[config.mk]
export PLATFORM = sky130hd
export DESIGN_NAME = cascade_timer_capture
export DESIGN_NICKNAME = d
export VERILOG_FILES = /design/src/rtl/ctc_pkg.sv /design/src/rtl/ctc_low_cnt.sv /design/src/rtl/ctc_carry_pipe.sv /design/src/rtl/ctc_high_cnt.sv /design/src/rtl/ctc_capture_fix.sv /design/src/rtl/cascade_timer_capture.sv
export SDC_FILE = /design/constraint.sdc
export NUM_CORES = 1
export LEC_CHECK = 0
export ABC_CLOCK_PERIOD_IN_PS = 2290
export BUFFER_PORTS_ARGS = -buffer_cell sky130_fd_sc_hd__buf_2
export CAP_MARGIN = 0
export CELL_PAD_IN_SITES_DETAIL_PLACEMENT = 0
export CELL_PAD_IN_SITES_GLOBAL_PLACEMENT = 1
export CORE_ASPECT_RATIO = 1.5
export CORE_MARGIN = 2
export CORE_UTILIZATION = 44
export CTS_BUF_LIST = sky130_fd_sc_hd__clkbuf_2
export DETAILED_ROUTE_END_ITERATION = 16
export PLACE_DENSITY = 0.93
export SETUP_SLACK_MARGIN = 0.3
export SYNTH_ARGS = -nofsm -noshare
export SYNTH_HDL_FRONTEND = slang
export SYNTH_SLANG_ARGS = --single-unit
[constraint.sdc]
create_clock -name clk -period 2.29 [get_ports clk]
set_clock_uncertainty 0.2 [all_clocks]
set_input_delay 0.229 -clock clk [delete_from_list [all_inputs] [get_ports clk]]
set_output_delay 0.229 -clock clk [all_outputs]
set_load 0.03 [all_outputs]
[src/rtl/ctc_pkg.sv]
package ctc_pkg;

  // Raw pair latched by the capture strobe.
  typedef struct packed {
    logic [15:0] lo;
    logic [15:0] hi;
  } ctc_raw16_t;

  // Width of a down-counter that must hold the value n.
  function automatic int ctc_cnt_w(input int n);
    return (n < 2) ? 1 : $clog2(n + 1);
  endfunction

endpackage

[src/rtl/ctc_low_cnt.sv]
module ctc_low_cnt #(
  parameter int W = 16
) (
  input  logic         clk,
  input  logic         rst,
  input  logic         en,
  output logic [W-1:0] lo,
  output logic         wrap
);
  localparam logic [W-1:0] LO_MAX = {W{1'b1}};

  // Combinational: this enabled edge takes the low half from all-ones to zero.
  assign wrap = en && (lo == LO_MAX);

  always_ff @(posedge clk) begin
    if (rst)     lo <= '0;
    else if (en) lo <= lo + 1'b1;
  end
endmodule

[src/rtl/ctc_carry_pipe.sv]
module ctc_carry_pipe #(
  parameter int DLY = 2
) (
  input  logic clk,
  input  logic rst,
  input  logic carry_in,
  output logic carry_out,
  output logic in_flight
);
  logic [DLY-1:0] stage;

  generate
    if (DLY == 1) begin : g_single
      always_ff @(posedge clk) begin
        if (rst) stage <= '0;
        else     stage[0] <= carry_in;
      end
    end else begin : g_shift
      always_ff @(posedge clk) begin
        if (rst) stage <= '0;
        else     stage <= {stage[DLY-2:0], carry_in};
      end
    end
  endgenerate

  assign carry_out = stage[DLY-1];
  assign in_flight = |stage;
endmodule

[src/rtl/ctc_high_cnt.sv]
module ctc_high_cnt #(
  parameter int W = 16
) (
  input  logic         clk,
  input  logic         rst,
  input  logic         step,
  output logic [W-1:0] hi
);
  always_ff @(posedge clk) begin
    if (rst)       hi <= '0;
    else if (step) hi <= hi + 1'b1;
  end
endmodule

[src/rtl/ctc_capture_fix.sv]
module ctc_capture_fix #(
  parameter int W      = 16,
  parameter int DLY    = 2,
  parameter int THRESH = 64
) (
  input  logic           clk,
  input  logic           rst,
  input  logic           strobe,
  input  logic [W-1:0]   lo_now,
  input  logic [W-1:0]   hi_now,
  input  logic           out_ready,
  output logic           out_valid,
  output logic [2*W-1:0] out_data,
  output logic           overrun
);
  localparam int CW = ctc_pkg::ctc_cnt_w(DLY);
  localparam logic [CW-1:0] WAIT_INIT = CW'(DLY);
  localparam logic [W-1:0]  THR_V     = W'(THRESH);

  logic [W-1:0]  raw_lo, raw_hi;
  logic          pend;
  logic [CW-1:0] wait_cnt;
  logic          settle_now;
  logic [W-1:0]  pick_hi;
  logic          busy;

  assign settle_now = pend && (wait_cnt == CW'(1));
  assign pick_hi    = (raw_lo < THR_V) ? hi_now : raw_hi;
  assign busy       = pend || (out_valid && !out_ready);

  always_ff @(posedge clk) begin
    if (rst) begin
      raw_lo    <= '0;
      raw_hi    <= '0;
      pend      <= 1'b0;
      wait_cnt  <= '0;
      out_valid <= 1'b0;
      out_data  <= '0;
      overrun   <= 1'b0;
    end else begin
      if (out_valid && out_ready) out_valid <= 1'b0;
      if (settle_now) begin
        out_valid <= 1'b1;
        out_data  <= {pick_hi, raw_lo};
        pend      <= 1'b0;
      end else if (pend) begin
        wait_cnt <= wait_cnt - 1'b1;
      end
      if (strobe) begin
        if (busy) overrun <= 1'b1;
        raw_lo    <= lo_now;
        raw_hi    <= hi_now;
        pend      <= 1'b1;
        wait_cnt  <= WAIT_INIT;
        out_valid <= 1'b0;
      end
    end
  end
endmodule

[src/rtl/cascade_timer_capture.sv]
module cascade_timer_capture #(
  parameter int CNT_W     = 16,
  parameter int CARRY_DLY = 2,
  parameter int THRESH    = 64
) (
  input  logic               clk,
  input  logic               rst,
  input  logic               cnt_en,
  input  logic               cap_in,
  input  logic               cap_ready,
  output logic               cap_valid,
  output logic [2*CNT_W-1:0] cap_data,
  output logic               cap_overrun,
  output logic [2*CNT_W-1:0] count
);
  localparam int TOT_W = 2 * CNT_W;

  logic [CNT_W-1:0] lo, hi;
  logic             wrap, carry, in_flight;

  ctc_low_cnt #(.W(CNT_W)) u_lo (
    .clk(clk), .rst(rst), .en(cnt_en), .lo(lo), .wrap(wrap)
  );

  ctc_carry_pipe #(.DLY(CARRY_DLY)) u_pipe (
    .clk(clk), .rst(rst), .carry_in(wrap),
    .carry_out(carry), .in_flight(in_flight)
  );

  ctc_high_cnt #(.W(CNT_W)) u_hi (
    .clk(clk), .rst(rst), .step(carry), .hi(hi)
  );

  ctc_capture_fix #(.W(CNT_W), .DLY(CARRY_DLY), .THRESH(THRESH)) u_fix (
    .clk(clk), .rst(rst), .strobe(cap_in), .lo_now(lo), .hi_now(hi),
    .out_ready(cap_ready), .out_valid(cap_valid), .out_data(cap_data),
    .overrun(cap_overrun)
  );

  // At most one carry is ever in flight, because CARRY_DLY is much shorter than a low period.
  assign count = TOT_W'({hi + CNT_W'(in_flight), lo});
endmodule

==> summary.md <==
| Metric | Value |
|---|---|
| Vias post-DR | 3749 |
| Max-cap violations | 0 |
| YS warnings | 0 |
| Die area | 0.0110 sq mm |
| Clock latency on the worst-skew pair | about 550 ps |
| Commonest cells after routing, fill and taps aside | dfxtp_1 (89), nor2_1 (80), nand2_1 (73) |
| Die height | ~130 um |
| Period utilization | 111% |
| First-pass GRT wire length | approximately 17000 um |
| Maximum fanout along the worst path | 4 |
| Lkg Pwr | roughly 2.3 nW |
| Failing checks | setup timing |
| Placed insts | between 600 and 700 |
| RR Startpoint | u_hi.hi[0] |
| Mux share of post-synthesis cell area | under 10% |
| Max rail drop VDD | approximately 0.39 mV |
| CTS clock-pin slew for the worst setup and hold paths | about 270 ps |
| IO buf count | 70 |
| Largest family of logic cells by synthesized area | simple AND/OR/NAND/NOR gates |
| Place WS | 108 ps |
| Final wirelength | about 10000 um |
| Worst setup path startpoint | u_pipe.stage[0] |
| Adder-Cell Fraction of Synth Area | between 1 and 1.5% |
| Comb pwr share | just under 5% |
| Synth Area in XOR/XNOR | under 10% |
| Syn Std Cell Area | about 0.0045 sq mm |
| Hold Path Class | flop to flop |
| I/O Pins | slightly above 70 |
| Placer congestion estimate | approximately 0.79 |
| Syn_area_per_cell | slightly below 9 sq um |
| Die X | roughly 86 um |
| Power Dens Cells | approximately 540 mW/mm^2 |
| Register area share after synthesis | 46.2% |
| Fin util | a little under three fifths |
| DRC violations left | 0 |
| Max_slew headroom | 61.0% |
| Worst EP arrival | around 2100 ps |
| Reg-to-reg slack, setup | roughly 300 ps |
| Tmin final | 2530 ps |
| Clock share of power | 34.8% |
| Wire per inst | between 10 and 15 um |
| Sequential share of power | 60.3% |
| Internal Pwr Total | 2.34 mW |
| Max-slew violations | 0 |
| Clock sink total | 103 |
| CTS buffer count | 9 |
| Post-DRT Antenna Nets | 0 |
| CTS root buffer | clkbuf_2 |
| Switching share of power | a little under a quarter |
| Clock Path Buffers | 2 |
| Initial Utilization | between 40 and 50% |
| Fmax | between 0.3 and 0.4 GHz |
| Core Region | between 0.01 and 0.015 sq mm |
| Placed Area | around 0.0050 sq mm |
| GRT overflow | 0 |
| Filler-free cell count of the finished design | between 700 and 800 |
| Via/cell ratio | 5.27 |
| Status | complete, but fails checks |
| Cell area after layout | about 0.0056 sq mm |
| Vias in the first global route | about 3600 |
| # rows | 45 |
| Synth Area in Compound Gates | 6.98% |
| Tightest Pin Transition | 585 ps |
| Post-Syn Nets | between 500 and 600 |
| Flops & latches, synth | 103 |
| Hold Startpoint | u_fix.out_data[7] |
| Largest net degree at the start of global routing | between 50 and 60 |
| CTS tree | done |
| Final count of negative-setup-slack endpoints | 11 |
| Nets | about 600 |
| Initial DRT Pass Iterations | 4 |
| Synth Area in Simple Gates | a little under a quarter |
| Kind of launch point of the worst setup path | flop |
| Count of final hold-check violations | 0 |
| Antenna violations before repair | 1 |
| RSZ-0062 raised after global routing | yes |
| Layout cells sized above 1 | between 20 and 30% |
| Syn Inst Count | between 500 and 600 |
| Area Overhead vs Synth | 24.8% |
| H-tree Lvls | 3 |
| Commonest non-fill, non-tap cell in the layout | dfxtp_1 |
| Crit. End Element | output port |
| DRT iter0 DRCs | 180 |
| Switching pwr | 0.690 mW |
| Crit path required time | 1860 ps |
| Hpwl dp | 6980 um |
| Final Worst Setup Slack | -241 ps |
| Total GRT Usage | 18.8% |
| WS Path Type | flop to output port |
| Netlist cell types | 40 |
what timing repair did:
action	CTS	global route
hold buffers	5	0
gates resized for setup	41	42
endpoints found under the setup margin	17	20
endpoints found under the hold margin	51	0
setup buffers	5	8
pin swaps	7	15
logic make-up after synthesis:
kind of cell,Yosys count
adders and majority gates,5
AOI/OAI and AO/OA,50
DFF,103
muxes,36
buffers and inverters,47
xor gates and xnor gates,38
and+or+nand+nor,226
area by class of cell:
type,count,area [sq um]
flip-flops and latches,103,2080
diodes,1,2.50
repair buffers,112,800
fillers,909,4450
clock buffers,10,50.0
clock inverters,6,106
inverters,7,26.3
well taps,117,146
multi-input cells,355,2350
Yosys cell counts (all sizes together):
master       instances  area share, %
and4                 1           0.20
and2                 1           0.14
nand2               76            6.4
and3                 6           0.98
o21ai                6           0.67
buf                 26            4.3
nand4               15            2.4
nor2                84            7.1
or3                  6           0.84
nor3b                1           0.17
a21oi               27            3.0
a31o                 1           0.20
or4                  1           0.17
xor2                12            2.4
dlygate4sd1          1           0.20
a311oi              14            2.7
nor3                 7           0.90
dfxtp              103             46
a211oi               2           0.34
ha                   5            1.4
nand3               14            1.8
mux2                 2           0.50
inv                  7           0.59
nor4                 9            1.7
mux2i               34            7.6
nor2b                4           0.56
clkbuf              13            1.3
or2                  1           0.14
xnor2               26            5.1
per-stage QoR:
stage,hold slack (ps),TNS [ps],power (mW)
6_report,270,-1840,3.03
5_1_grt,238,-3440,3.15
4_1_cts,239,-2610,3.06
3_5_place_dp,245,0,2.00
3_3_place_gp,238,0,2.00
2_1_floorplan,224,0,1.97
layer usage:
| metal | global-route usage, % | part of all wire [%] |
|---|---|---|
| met3 | 3.17 | 3.6 |
| met1 | 21.7 | 42 |
| met5 | 0 | 0 |
| met4 | 8.55 | 2.3 |
| met2 | 33.7 | 52 |
flip-flops by register name, summed over array words and instances (netlist names):
name	count
u_pipe.stage	2
u_fix.wait_cnt	2
u_fix.raw_hi	16
u_lo.lo	16
u_fix.raw_lo	16
u_fix.out_valid	1
u_fix.pend	1
u_hi.hi	16
u_fix.out_data	32
u_fix.overrun	1
power by group through the flow:
| stage | registers, mW | logic [mW] | clock network, mW |
|---|---|---|---|
| 6_report | 1.83 | 0.147 | 1.05 |
| 5_1_grt | 1.83 | 0.161 | 1.15 |
| 4_1_cts | 1.83 | 0.149 | 1.08 |
| 3_5_place_dp | 1.86 | 0.143 | 0 |
| 3_3_place_gp | 1.86 | 0.139 | 0 |
| 2_1_floorplan | 1.88 | 0.0909 | 0 |
worst max-delay path, cell delays in order (launching register included):
cell	delay, ps
dfxtp_2	370
or2_4	140
ha_4	140
nand4_1	160
nor2_4	170
nand4_1	220
xnor2_4	230
buf_6	150
path summary, 6_finish.rpt:
kind,cells past startpoint,end
worst min register to register,2,u_fix.out_data[7]
worst max-delay path,7,count[29]
worst max register to register,7,u_hi.hi[14]
worst min-delay path,2,u_fix.out_data[7]
(Power assumes the default switching activity.)
